===== src/rtl/dbdma_pkg.sv =====
package dbdma_pkg;
  typedef enum logic [1:0] {
    ST_IDLE  = 2'b00,
    ST_STALL = 2'b01,
    ST_ON    = 2'b10,
    ST_NEXT  = 2'b11
  } chan_st_e;

  localparam logic [2:0] SEL_BASE0 = 3'd0;
  localparam logic [2:0] SEL_CNT0  = 3'd1;
  localparam logic [2:0] SEL_BASE1 = 3'd2;
  localparam logic [2:0] SEL_CNT1  = 3'd3;
  localparam logic [2:0] SEL_CTRL  = 3'd4;
endpackage


===== src/rtl/dbdma_desc_bank.sv =====
module dbdma_desc_bank
  import dbdma_pkg::*;
#(
  parameter int DATA_W = 32,
  parameter int ADDR_W = 32,
  parameter int CNT_W  = 16
) (
  input  logic              clk_i,
  input  logic              rst_ni,
  input  logic              we_i,
  input  logic [2:0]        sel_i,
  input  logic [DATA_W-1:0] wdata_i,
  input  logic [1:0]        consume_i,
  output logic [ADDR_W-1:0] base_o [2],
  output logic [CNT_W-1:0]  cnt_o  [2],
  output logic [1:0]        loaded_o,
  output logic              next_buf_o,
  output logic              en_o,
  output logic              irq_clr_o
);
  logic ctrl_wr, disable_wr;

  assign ctrl_wr    = we_i && (sel_i == SEL_CTRL);
  assign disable_wr = ctrl_wr && !wdata_i[0];
  assign irq_clr_o  = ctrl_wr && wdata_i[1];

  for (genvar b = 0; b < 2; b++) begin : g_desc
    localparam logic [2:0] SelBase = (b == 0) ? SEL_BASE0 : SEL_BASE1;
    localparam logic [2:0] SelCnt  = (b == 0) ? SEL_CNT0  : SEL_CNT1;
    logic base_wr;
    assign base_wr = we_i && (sel_i == SelBase);

    always_ff @(posedge clk_i or negedge rst_ni) begin
      if (!rst_ni) begin
        base_o[b]   <= '0;
        cnt_o[b]    <= '0;
        loaded_o[b] <= 1'b0;
      end else begin
        if (base_wr) base_o[b] <= wdata_i[ADDR_W-1:0];
        if (we_i && sel_i == SelCnt) cnt_o[b] <= wdata_i[CNT_W-1:0];
        if (disable_wr)        loaded_o[b] <= 1'b0;
        else if (base_wr)      loaded_o[b] <= 1'b1;  // new load wins over consume
        else if (consume_i[b]) loaded_o[b] <= 1'b0;
      end
    end
  end

  always_ff @(posedge clk_i or negedge rst_ni) begin
    if (!rst_ni) begin
      next_buf_o <= 1'b0;
      en_o       <= 1'b0;
    end else begin
      if (we_i && sel_i == SEL_BASE0)      next_buf_o <= 1'b1;
      else if (we_i && sel_i == SEL_BASE1) next_buf_o <= 1'b0;
      if (ctrl_wr) en_o <= wdata_i[0];
    end
  end

  assert_hint_set_R3: assert property (@(posedge clk_i) disable iff (!rst_ni)
    (we_i && sel_i == SEL_BASE0) |=> next_buf_o);
  assert_hint_clr_R3: assert property (@(posedge clk_i) disable iff (!rst_ni)
    (we_i && sel_i == SEL_BASE1) |=> !next_buf_o);
  assert_discard_R10: assert property (@(posedge clk_i) disable iff (!rst_ni)
    disable_wr |=> (loaded_o == 2'b00));
endmodule


===== src/rtl/dbdma_xfer.sv =====
module dbdma_xfer #(
  parameter int ADDR_W     = 32,
  parameter int CNT_W      = 16,
  parameter int XFER_BYTES = 4
) (
  input  logic              clk_i,
  input  logic              rst_ni,
  input  logic              clr_i,
  input  logic              load_i,
  input  logic [ADDR_W-1:0] load_addr_i,
  input  logic [CNT_W-1:0]  load_cnt_i,
  input  logic              step_i,
  output logic [ADDR_W-1:0] addr_o,
  output logic [CNT_W-1:0]  remain_o
);
  localparam logic [ADDR_W-1:0] AddrStep = ADDR_W'(XFER_BYTES);
  localparam logic [CNT_W-1:0]  CntStep  = CNT_W'(XFER_BYTES);

  always_ff @(posedge clk_i or negedge rst_ni) begin
    if (!rst_ni) begin
      addr_o   <= '0;
      remain_o <= '0;
    end else if (clr_i) begin
      addr_o   <= '0;
      remain_o <= '0;
    end else if (load_i) begin
      addr_o   <= load_addr_i;
      remain_o <= load_cnt_i;
    end else if (step_i) begin
      addr_o   <= addr_o + AddrStep;
      remain_o <= remain_o - CntStep;
    end
  end

  assert_step_R5: assert property (@(posedge clk_i) disable iff (!rst_ni)
    (step_i && !load_i && !clr_i) |=>
      (addr_o == $past(addr_o) + AddrStep) && (remain_o == $past(remain_o) - CntStep));
  assert_clear_R10: assert property (@(posedge clk_i) disable iff (!rst_ni)
    clr_i |=> (remain_o == '0) && (addr_o == '0));
endmodule


===== src/rtl/dbdma_fsm.sv =====
module dbdma_fsm
  import dbdma_pkg::*;
#(
  parameter int CNT_W      = 16,
  parameter int XFER_BYTES = 4
) (
  input  logic             clk_i,
  input  logic             rst_ni,
  input  logic             en_i,
  input  logic [1:0]       loaded_i,
  input  logic             irq_clr_i,
  input  logic             req_i,
  input  logic [CNT_W-1:0] remain_i,
  output chan_st_e         state_o,
  output logic             ack_o,
  output logic             start_o,
  output logic             pick_o,
  output logic [1:0]       consume_o,
  output logic             clr_o,
  output logic             irq_o
);
  localparam logic [CNT_W-1:0] CntStep = CNT_W'(XFER_BYTES);

  chan_st_e st_q, st_d;
  logic     act_q, last, swap;

  assign ack_o = req_i && (st_q == ST_ON || st_q == ST_NEXT);
  assign last  = ack_o && (remain_i <= CntStep);
  assign clr_o = !en_i;

  always_comb begin
    st_d    = st_q;
    start_o = 1'b0;
    swap    = 1'b0;
    pick_o  = act_q;
    unique case (st_q)
      ST_IDLE: begin
        if (en_i && |loaded_i) begin
          start_o = 1'b1;
          pick_o  = !loaded_i[0];
        end
      end
      ST_STALL: begin
        if (!en_i) st_d = ST_IDLE;
        else if (|loaded_i) begin
          start_o = 1'b1;
          pick_o  = loaded_i[!act_q] ? !act_q : act_q;
        end
      end
      default: begin
        if (!en_i) st_d = ST_IDLE;
        else if (last) begin
          if (loaded_i[!act_q]) begin
            start_o = 1'b1;
            swap    = 1'b1;
            pick_o  = !act_q;
          end else st_d = ST_STALL;
        end else st_d = loaded_i[!act_q] ? ST_NEXT : ST_ON;
      end
    endcase
    if (start_o) st_d = loaded_i[!pick_o] ? ST_NEXT : ST_ON;
  end

  assign consume_o = start_o ? (pick_o ? 2'b10 : 2'b01) : 2'b00;

  always_ff @(posedge clk_i or negedge rst_ni) begin
    if (!rst_ni) begin
      st_q  <= ST_IDLE;
      act_q <= 1'b0;
      irq_o <= 1'b0;
    end else begin
      st_q <= st_d;
      if (start_o) act_q <= pick_o;
      if (swap)           irq_o <= 1'b1;
      else if (irq_clr_i) irq_o <= 1'b0;
    end
  end

  assign state_o = st_q;

  assert_irq_sticky_R7: assert property (@(posedge clk_i) disable iff (!rst_ni)
    (irq_o && !irq_clr_i) |=> irq_o);
  assert_off_idle_R10: assert property (@(posedge clk_i) disable iff (!rst_ni)
    !en_i |=> (st_q == ST_IDLE));
  assert_one_consume_R6: assert property (@(posedge clk_i) disable iff (!rst_ni)
    $onehot0(consume_o));
endmodule


===== src/rtl/dbdma_chan.sv =====
module dbdma_chan
  import dbdma_pkg::*;
#(
  parameter int DATA_W     = 32,
  parameter int ADDR_W     = 32,
  parameter int CNT_W      = 16,
  parameter int XFER_BYTES = 4
) (
  input  logic              clk_i,
  input  logic              rst_ni,
  input  logic              reg_we_i,
  input  logic [2:0]        reg_sel_i,
  input  logic [DATA_W-1:0] reg_wdata_i,
  input  logic              req_i,
  output logic              ack_o,
  output logic [ADDR_W-1:0] addr_o,
  output logic [CNT_W-1:0]  remain_o,
  output logic [1:0]        state_o,
  output logic              next_buf_o,
  output logic              nfb_irq_o
);
  logic [ADDR_W-1:0] base [2];
  logic [CNT_W-1:0]  cnt  [2];
  logic [1:0]        loaded, consume;
  logic              en, irq_clr, start, pick, clr;
  chan_st_e          st;

  dbdma_desc_bank #(.DATA_W(DATA_W), .ADDR_W(ADDR_W), .CNT_W(CNT_W)) u_bank (
    .clk_i, .rst_ni,
    .we_i(reg_we_i), .sel_i(reg_sel_i), .wdata_i(reg_wdata_i),
    .consume_i(consume),
    .base_o(base), .cnt_o(cnt), .loaded_o(loaded),
    .next_buf_o(next_buf_o), .en_o(en), .irq_clr_o(irq_clr)
  );

  dbdma_fsm #(.CNT_W(CNT_W), .XFER_BYTES(XFER_BYTES)) u_fsm (
    .clk_i, .rst_ni,
    .en_i(en), .loaded_i(loaded), .irq_clr_i(irq_clr),
    .req_i(req_i), .remain_i(remain_o),
    .state_o(st), .ack_o(ack_o), .start_o(start), .pick_o(pick),
    .consume_o(consume), .clr_o(clr), .irq_o(nfb_irq_o)
  );

  dbdma_xfer #(.ADDR_W(ADDR_W), .CNT_W(CNT_W), .XFER_BYTES(XFER_BYTES)) u_xfer (
    .clk_i, .rst_ni,
    .clr_i(clr), .load_i(start),
    .load_addr_i(base[pick]), .load_cnt_i(cnt[pick]),
    .step_i(ack_o),
    .addr_o(addr_o), .remain_o(remain_o)
  );

  assign state_o = st;

  assert_stall_empty_R8: assert property (@(posedge clk_i) disable iff (!rst_ni)
    (st == ST_STALL) |-> (remain_o == '0 && !ack_o));
  assert_ack_has_data_R5: assert property (@(posedge clk_i) disable iff (!rst_ni)
    ack_o |-> (remain_o != '0));
endmodule


===== config.mk =====
export PLATFORM = sky130hd
export DESIGN_NAME = dbdma_chan
export DESIGN_NICKNAME = d
export VERILOG_FILES = /design/src/rtl/dbdma_pkg.sv /design/src/rtl/dbdma_desc_bank.sv /design/src/rtl/dbdma_xfer.sv /design/src/rtl/dbdma_fsm.sv /design/src/rtl/dbdma_chan.sv
export SDC_FILE = /design/constraint.sdc
export NUM_CORES = 1
export LEC_CHECK = 0
export BUFFER_PORTS_ARGS = -buffer_cell sky130_fd_sc_hd__buf_4
export CAP_MARGIN = 20
export CORE_UTILIZATION = 45
export DETAILED_ROUTE_END_ITERATION = 10
export HOLD_SLACK_MARGIN = 0.12
export PLACE_DENSITY_LB_ADDON = 0.08
export SLEW_MARGIN = 0
export SYNTH_ARGS = -nofsm -noshare
export SYNTH_HDL_FRONTEND = slang
export SYNTH_SLANG_ARGS = --single-unit

===== constraint.sdc =====
create_clock -name clk_i -period 2.2 [get_ports clk_i]
set_clock_uncertainty 0.2 [all_clocks]
set_input_delay 0.44 -clock clk_i [delete_from_list [all_inputs] [get_ports clk_i]]
set_output_delay 0.44 -clock clk_i [all_outputs]
set_load 0.03 [all_outputs]

==> flow_summary.ini, run 1 <==
[floorplanning]
fp.dieArea_um2 = 17130
io_pins = 92
initial_utilization_pct = 46.56
die_h_um = 130.9
coreArea_um2 = 16060
die_w_um = 130.9
std_cell_rows = 46

[detailed_routing]
vias_per_cell = 5.844
routed_wl_um = 22070
first_pass_iters = 5
avgRoutedWirePerCell_um = 19.51
drt-initial-drc-count = 525
vias = 6610
ant_nets = 0
drcViolationCount = 0

[synthesis]
post-synth-top-count-cell = dfrtp_1
netlist.area_leader.share_pct = 50.87
post_synth.cell_area_avg_um2 = 10.81
synth-main-ff-cell = dfrtp_1
synth_area_leaders = dfrtp_1, mux2_2, nand2_1, nand3_1, a31oi_1
ys_types = 63
syn_area_um2 = 7477
syn_inst = 692
synthArstFlopShare_pct = 100.0
ys_warn_count = 0
synth.net_count = 734
synth-edff-count = 0
synth_common_cells = dfrtp_1, nand2_1, mux2_2
yosysTopAreaCell = dfrtp_1
ys_seq_area_share_pct = 50.87
yosys_register_bits = 152

[clock_network]
cts_tree = done
cts_buffers = 17
root_buffer = clkbuf_16
cts_max_path_buffers = 2
path_clk_slew_ns = 0.06
clock_latency_ns = 0.44
htreeDepth = 4
cts_sinks = 152

[grt]
use_met3_pct = 5.375
gr-max-usage-layer = met2
grt_usage_pct = 27.12
overflow = 0
grt_antenna_before_repair = 0
grt_util_met2_pct = 44.76
grt_first_pass_wirelength_um = 34580
grt_pass1_vias = 6501
met1_usage_pct = 35.93
grt_max_degree = 72

[cells_and_area]
final_area_um2 = 10500
multi_input_area_um2 = 3590
areaGrowthSynthToFinish_pct = 40.43
stdcell_count = 1131
drive_gt1_share_pct = 40.44
fin_nets = 944
regArea_um2 = 3812
n_antenna_cell = 0
n_fill_cell = 1247
final_core_util_pct = 65.39

[sta]
setup_viol = 51
drv_slew = 0
grt_setup_unrepaired = yes
hold_ws_ns = 0.2797
slew_headroom_pct = 57.53
finalCritPeriodShare_pct = 110.6
timing.final.crit_period_ns = 2.434
max_freq_mhz = 410.9
final_hold_viol_count = 0
tightest_slew_ns = 0.6328
setup_ws_ns = -0.2337

[worst_setup_path]
cp-startpoint = u_xfer.remain_o[3]
cp_cell_sequence = inv_2 -> ha_4 -> nor3b_4 -> o211ai_1 -> buf_4 -> or3_4 -> nand2_8 -> buf_8 -> buf_12 -> o21ai_1 -> a32oi_1
cpPeakStageDelay_ns = 0.41
worst-path-buf-inv = 4
arrival_ns = 2.59
critical-path-top-delay-family = simple AND/OR/NAND/NOR gates
worst_setup_path_end_kind = flip-flop
path_max_fanout = 7
rr_startpoint = u_xfer.remain_o[3]
critical_path.slowest_cell = dfrtp_2
critical_path_class = reg2reg
crit_required_ns = 2.35
worstSetupStartpointType = flip-flop

[power]
peakVddDrop_mv = 0.7060
power_leakage_nw = 4.691
pwr_density_cell_nw_per_um2 = 1383

[run_status]
outcome = finished, violations left
violations = setup timing

[place]
dp_hpwl_um = 14620
dp.cells = 1047
place_area_um2 = 9119
numPortBuffers = 91
post-place-ws_ns = -0.3249
gp_congestion = 0.9218

[job]
cap_violations = 0

[min_path]
hold_path_class = in2async
path summary, 6_finish.rpt:
kind | slack (ns) | end | cells after the start
max in group asynchronous | 0.81 | u_fsm.state_o[1] | 3
hold reg to reg | 0.28 | u_bank.next_buf_o | 1
min in group clk_i | 0.28 | u_bank.next_buf_o | 1
setup / recovery | -0.23 | u_xfer.addr_o[23] | 11
hold / removal | 0.28 | u_bank.base_o[39] | 2
setup reg to reg | -0.23 | u_xfer.addr_o[23] | 11
logic make-up (layout without fill, tap and decap cells):
logic type      Yosys count  in the layout  synth area share, %
xor+xnor                  9              9                1.054
simple gates            224            224                15.26
buf+inv                  52            275                3.179
fa+ha+maj                 3              3               0.5021
compound gates          142            142                12.78
mux                     110            110                16.35
flops                   152            152                50.87
cell usage in the layout, fill, tap and decap left out, types with 8 or more instances in the layout:
master         instances
mux2_2                97
mux2i_1               12
nand3_1               42
dfrtp_1              145
nand4_1               11
nand2_1               97
dlygate4sd3_1         33
buf_6                 10
a21oi_1               28
clkbuf_16             19
buf_12                14
a31oi_1               23
nor3_1                 8
o21ai_0               19
o311a_1               13
buf_4                174
o211ai_1              13
nor2_1                15
worst register-to-register path: stages, from the launching register on:
cell      delay [ns]
dfrtp_2         0.41
inv_2           0.10
ha_4            0.14
nor3b_4         0.19
o211ai_1        0.17
buf_4           0.19
or3_4           0.36
nand2_8         0.15
buf_8           0.13
buf_12          0.11
o21ai_1         0.06
a32oi_1         0.15
routing by layer:
metal | share of wire (%) | vias to the layer above
met5 | 0 | -
met4 | 1.8 | 0
met3 | 5.9 | 30
met2 | 49 | 244
met1 | 44 | 3346
li1 | - | 2990
power breakdown:
part / switching [W] / total, W / leakage, nW / internal, W
Clock: 0.00120 / 0.00327 / 0.312 / 0.00207
Combinational: 0.00366 / 0.00690 / 2.51 / 0.00323
Sequential: 0.000731 / 0.00435 / 1.87 / 0.00362
Total: 0.00560 / 0.0145 / 4.69 / 0.00892
sequential cells by signal, summed over array words and instances, names as in the netlist:
| signal | flops |
|---|---|
| u_fsm.irq_o | 1 |
| u_bank.next_buf_o | 1 |
| u_bank.en_o | 1 |
| u_xfer.remain_o | 16 |
| u_bank.loaded_o | 2 |
| u_fsm.act_q | 1 |
| u_xfer.addr_o | 32 |
| u_bank.base_o | 64 |
| u_bank.cnt_o | 32 |
| u_fsm.state_o | 2 |
timing repair:
action,CTS,global route
buffers inserted,11,5
gates cloned,1,2
hold buffers,33,0
endpoints found under the hold margin,180,0
endpoints found under the setup margin,51,52
resized for setup,39,9
pin swaps,2,4
final cells by class:
class | count | area share [%]
multi-input combinational | 488 | 34.19
timing repair buffer | 237 | 20.50
inverter | 6 | 0.2145
clock inverter | 12 | 1.871
clock buffer | 20 | 4.349
tap | 216 | 2.574
sequential | 152 | 36.31
per-stage QoR:
step	power, W	setup TNS [ns]
6_report	0.01452	-8.496
5_1_grt	0.01526	-13.85
4_1_cts	0.01428	-4.695
3_5_place_dp	0.01045	-12.85
3_3_place_gp	0.01034	-10.90
2_1_floorplan	0.007729	-1.810
No activity file was read; power rests on OpenSTA's default activity.
==> run 2: changes to the inputs <==
==> constraint.sdc (replaced) <==
create_clock -name clk_i -period 2.2 [get_ports clk_i]
set_clock_uncertainty 0.2 [all_clocks]
set_input_delay 0.66 -clock clk_i [delete_from_list [all_inputs] [get_ports clk_i]]
set_output_delay 0.66 -clock clk_i [all_outputs]
set_load 0.03 [all_outputs]
==> flow_summary.ini, run 2 (same netlist as run 1, synthesis figures left out) <==
[sta]
final_hold_viol_count = 0
grt_setup_unrepaired = yes
max_freq_mhz = 394.8
drv_slew = 0
slew_headroom_pct = 60.31
hold_ws_ns = 0.2630
tightest_slew_ns = 0.5913
setup_viol = 51
finalCritPeriodShare_pct = 115.1
setup_ws_ns = -0.3327
timing.final.crit_period_ns = 2.533

[worst_setup_path]
reg2reg_depth = 11
arrival_ns = 2.65
critical_path_class = reg2reg
worst_setup_path_end_kind = flip-flop
worstSetupStartpointType = flip-flop
crit_required_ns = 2.32
path_max_fanout = 7

[detailed_routing]
drcViolationCount = 0
drt-initial-drc-count = 522
vias = 6539
ant_nets = 0
routed_wl_um = 23730
vias_per_cell = 5.902
first_pass_iters = 8
avgRoutedWirePerCell_um = 21.42

[floorplanning]
die_w_um = 130.9
fp.dieArea_um2 = 17130
io_pins = 92
std_cell_rows = 46
initial_utilization_pct = 46.56
coreArea_um2 = 16060
die_h_um = 130.9

[run_status]
outcome = finished, violations left
violations = setup timing

[power]
total_power_w = 0.01493
pwr_density_cell_nw_per_um2 = 1424
power_leakage_nw = 4.661
peakVddDrop_mv = 0.8330

[place]
dp_hpwl_um = 14850
gp_congestion = 0.8519
numPortBuffers = 91
post-place-ws_ns = -0.3981

[grt]
grt_pass1_vias = 6395
grt_first_pass_wirelength_um = 35910
grt_antenna_before_repair = 0
grt_usage_pct = 28.67
overflow = 0
grt_max_degree = 46

[clock_network]
cts_buffers = 17
htreeDepth = 4
root_buffer = clkbuf_16
clock_latency_ns = 0.44
cts_max_path_buffers = 2
path_clk_slew_ns = 0.06
cts_sinks = 152
cts_tree = done

[min_path]
hold_path_class = in2reg
min_path_cells = 2

[cells_and_area]
fin_nets = 921
top_regs = u_bank.base_o x64, u_bank.cnt_o x32, u_xfer.addr_o x32
areaGrowthSynthToFinish_pct = 40.24
final_cell_mix = buf_4, dfrtp_1, mux2_2, nand2_1, a21oi_1
layout_commonest_cell = buf_4
drive_gt1_share_pct = 46.97
largest_reg_flops = 64
regMostFlops = u_bank.base_o
n_fill_cell = 1245
n_antenna_cell = 0

[job]
cap_violations = 0
run 2: changes by cell type in the layout (fill, tap and decap cells not counted), sizes merged, moves of 3 or more:
cell,delta
clkbuf,-3
clkinv,+3
buf,+9
dlygate4sd3,-32
bufinv,-4
run 2: worst max-delay path, cell delays in order (launching register included):
cell and delay (ns):
dfrtp_2 0.38, inv_2 0.05, ha_2 0.17, nor3b_4 0.15, o211ai_1 0.27, mux2i_1 0.32, nand2_1 0.16, inv_4 0.12
buf_12 0.16, buf_4 0.13, mux2i_4 0.24, a21oi_2 0.07
run 2: metal layers:
metal | vias to the layer above | track usage, % | wire length, um
li1 | 2943 | - | -
met1 | 3292 | 37.71 | 10250
met2 | 255 | 45.75 | 11430
met3 | 49 | 6.107 | 1342
met4 | 0 | 12.17 | 708
met5 | - | 0.8824 | 0
run 2: worst paths after layout:
kind	slack [ns]	end	from
worst min-delay path	0.26	u_bank.base_o[21]	reg_wdata_i[21]
worst max register to register	-0.33	u_xfer.addr_o[14]	u_xfer.remain_o[3]
min in group asynchronous	0.53	u_bank.cnt_o[6]	rst_ni
worst max-delay path	-0.33	u_xfer.addr_o[14]	u_xfer.remain_o[3]
max in group asynchronous	0.70	u_bank.base_o[23]	rst_ni
worst min register to register	0.28	u_bank.next_buf_o	u_bank.next_buf_o
run 2: through the flow:
stage	setup TNS, ns	instance area, um^2	std cells	util (%)
2_1_floorplan	-3.487	7569	692	-
3_3_place_gp	-12.16	9206	1053	57.33
3_5_place_dp	-13.87	9206	1053	57.33
4_1_cts	-8.259	10310	1101	64.19
5_1_grt	-16.57	10490	1108	65.30
6_report	-12.26	10490	1108	65.30
run 2: cell type report:
class | count | area, um^2 | share of cell area (%)
repair buffers | 214 | 2024 | 19.31
flip-flops and latches | 152 | 3814 | 36.37
multi-input cells | 488 | 3800 | 36.24
clock inverters | 15 | 127.6 | 1.217
inverters | 6 | 25.02 | 0.2386
clock buffers | 17 | 425.4 | 4.057
well taps | 216 | 270.3 | 2.577
run 2: what timing repair did:
action                     CTS  global route
setup endpoints to repair   54            52
hold buffers                 1             0
cloned                       5             4
gates resized for setup     72            25
buffers inserted            10             7
hold endpoints to repair    41             0
pin swaps                   31             9
run 2: where the power goes:
part	switching [W]	internal, W
clock	0.00125	0.00155
combinational	0.00416	0.00360
sequential	0.000746	0.00362
==> run 3: changes to the inputs <==
Settings changed: ABC_AREA set to 1.
==> flow_summary.ini, run 3 <==
[cells_and_area]
largest_reg_flops = 64
multi_input_area_um2 = 3650
regMostFlops = u_bank.base_o
n_fill_cell = 1640
fin_nets = 1257
layout_commonest_cell = nand2_1
areaGrowthSynthToFinish_pct = 28.08
top_regs = u_bank.base_o x64, u_bank.cnt_o x32, u_xfer.addr_o x32
regArea_um2 = 3806
drive_gt1_share_pct = 20.60
n_antenna_cell = 0
final_cell_mix = nand2_1, buf_4, dfrtp_1, inv_1, o21ai_0

[detailed_routing]
vias = 7408
first_pass_iters = 5
avgRoutedWirePerCell_um = 15.32
drt-initial-drc-count = 525
ant_nets = 0
drcViolationCount = 0
vias_per_cell = 5.098
routed_wl_um = 22270

[sta]
timing.final.crit_period_ns = 2.254
setup_ws_ns = -0.05400
setup_viol = 28
drv_slew = 0
hold_ws_ns = 0.2758
slew_headroom_pct = 72.31
max_freq_mhz = 443.7
tightest_slew_ns = 0.4154
final_hold_viol_count = 0
tns_ns = -0.7326
finalCritPeriodShare_pct = 102.5
grt_setup_unrepaired = yes

[synthesis]
post_synth.cell_area_avg_um2 = 7.511
yosys_register_bits = 152
ys_types = 35
synth_area_leaders = dfrtp_1, nand2_1, o21ai_0, inv_1, nor2_1
netlist.area_leader.share_pct = 47.24
ys_seq_area_share_pct = 47.24
syn_area_um2 = 8051
post-synth-top-count-cell = nand2_1
synth-edff-count = 0
synth.net_count = 1114
yosysTopAreaCell = dfrtp_1
syn_inst = 1072
synth_common_cells = nand2_1, dfrtp_1, inv_1
ys_warn_count = 0
synthArstFlopShare_pct = 100.0
synth-main-ff-cell = dfrtp_1

[floorplanning]
io_pins = 92
initial_utilization_pct = 46.39
coreArea_um2 = 17360
die_h_um = 135.8
die_w_um = 135.8
fp.dieArea_um2 = 18430
std_cell_rows = 48

[grt]
grt_first_pass_wirelength_um = 37020
grt_max_degree = 72
grt_antenna_before_repair = 0
grt_usage_pct = 26.05
overflow = 0
grt_pass1_vias = 7348

[place]
gp_congestion = 0.9108
dp_hpwl_um = 15160
numPortBuffers = 91

[worst_setup_path]
cpPeakStageDelay_ns = 0.42
worst_setup_path_end_kind = flip-flop
crit_required_ns = 2.37
critical_path.slowest_cell = dfrtp_2
worstSetupStartpointType = flip-flop
arrival_ns = 2.42
critical_path_class = reg2reg
path_max_fanout = 16
crit_top_cell = nand2_4
cp_cell_sequence = inv_4 -> ha_4 -> nand2_4 -> a21oi_4 -> nand4_1 -> nand2_4 -> buf_4 -> o21ai_4 -> clkbuf_16 -> nor2_1 -> nand3_1 -> nand2_1

[job]
cap_violations = 0

[clock_network]
cts_tree = done
cts_max_path_buffers = 2
clock_latency_ns = 0.43
cts_sinks = 152
path_clk_slew_ns = 0.06
root_buffer = clkbuf_16
htreeDepth = 4
cts_buffers = 17

[run_status]
outcome = finished, violations left
violations = setup timing

[power]
peakVddDrop_mv = 0.7603
power_leakage_nw = 5.131
pwr_density_cell_nw_per_um2 = 1377

[min_path]
hold_path_class = reg2reg
[run 3: changes by cell type after synthesis, moves of 18 or more]
cell	before	now
nand4_1	11	29
inv_1	5	120
nand3_1	44	63
o21ai_0	25	104
mux2_2	97	0
a31oi_1	23	1
nor2_1	15	96
nand2_1	98	334
nand3b_1	2	37
[run 3: what timing repair did]
action                                 in CTS  in global routing
pin swaps                                   6                  5
hold buffers                                1                  0
setup buffers                              10                  6
setup endpoints to repair                  49                 51
cloned                                      1                  1
gates resized for setup                    19                 24
endpoints found under the hold margin      86                  0
[run 3: worst paths after layout]
| check | endpoint | cells past startpoint | start | slack [ns] |
|---|---|---|---|---|
| worst max-delay path | u_xfer.remain_o[6] | 12 | u_xfer.remain_o[3] | -0.05 |
| worst min-delay path | u_bank.next_buf_o | 2 | u_bank.next_buf_o | 0.28 |
| worst max register to register | u_xfer.remain_o[6] | 12 | u_xfer.remain_o[3] | -0.05 |
| worst min register to register | u_bank.next_buf_o | 2 | u_bank.next_buf_o | 0.28 |
| max in group asynchronous | u_xfer.addr_o[17] | 3 | rst_ni | 0.79 |
| min in group asynchronous | u_bank.base_o[59] | 2 | rst_ni | 0.40 |
[run 3: area by class of cell]
cell class	count	area share (%)
clock buffers	19	4.295
clock inverters	13	1.031
inverters	124	4.635
multi-input cells	746	35.39
flip-flops and latches	152	36.91
well taps	225	2.730
repair buffers	174	15.01
[run 3: power by group]
part | switching [W] | internal [W]
logic | 0.00427 | 0.00294
registers | 0.000708 | 0.00354
clock network | 0.00116 | 0.00157
[run 3: metrics by stage]
| step | setup slack, ns | util (%) | instance area (um^2) | total power, W | std cells |
|---|---|---|---|---|---|
| 3_5_place_dp | -0.1152 | 54.35 | 9433 | 0.01091 | 1404 |
| 4_1_cts | -0.01260 | 58.61 | 10170 | 0.01397 | 1448 |
| 3_3_place_gp | -0.1051 | 54.35 | 9433 | 0.01084 | 1404 |
| 5_1_grt | -0.1817 | 59.41 | 10310 | 0.01516 | 1453 |
| 2_1_floorplan | 0.005919 | - | 8082 | 0.008324 | 1072 |
| 6_report | -0.05400 | 59.41 | 10310 | 0.01420 | 1453 |
[run 3: critical path: cells and delay by family, from the launching register on]
family                     cells  cell delay (ns)
buffers and inverters          3             0.44
AOI/OAI and AO/OA              2             0.30
and+or+nand+nor                6             0.68
adders and majority gates      1             0.14
DFF                            1             0.42
[run 3: kinds of logic after synthesis]
kind of cell | after synthesis | synth area share, %
AOI/OAI and AO/OA | 132 | 8.438
DFF | 152 | 47.24
xor gates and xnor gates | 22 | 2.393
buffers and inverters | 174 | 9.215
adders and majority gates | 3 | 0.4663
and+or+nand+nor | 589 | 32.25
[run 3: layer usage]
| metal | part of all wire (%) | GRT usage, % | vias up |
|---|---|---|---|
| met5 | 0 | 0 | - |
| met4 | 1.3 | 8.614 | 0 |
| met3 | 4.6 | 5.013 | 19 |
| met2 | 47 | 40.87 | 176 |
| met1 | 47 | 35.99 | 3525 |
| li1 | - | - | 3688 |
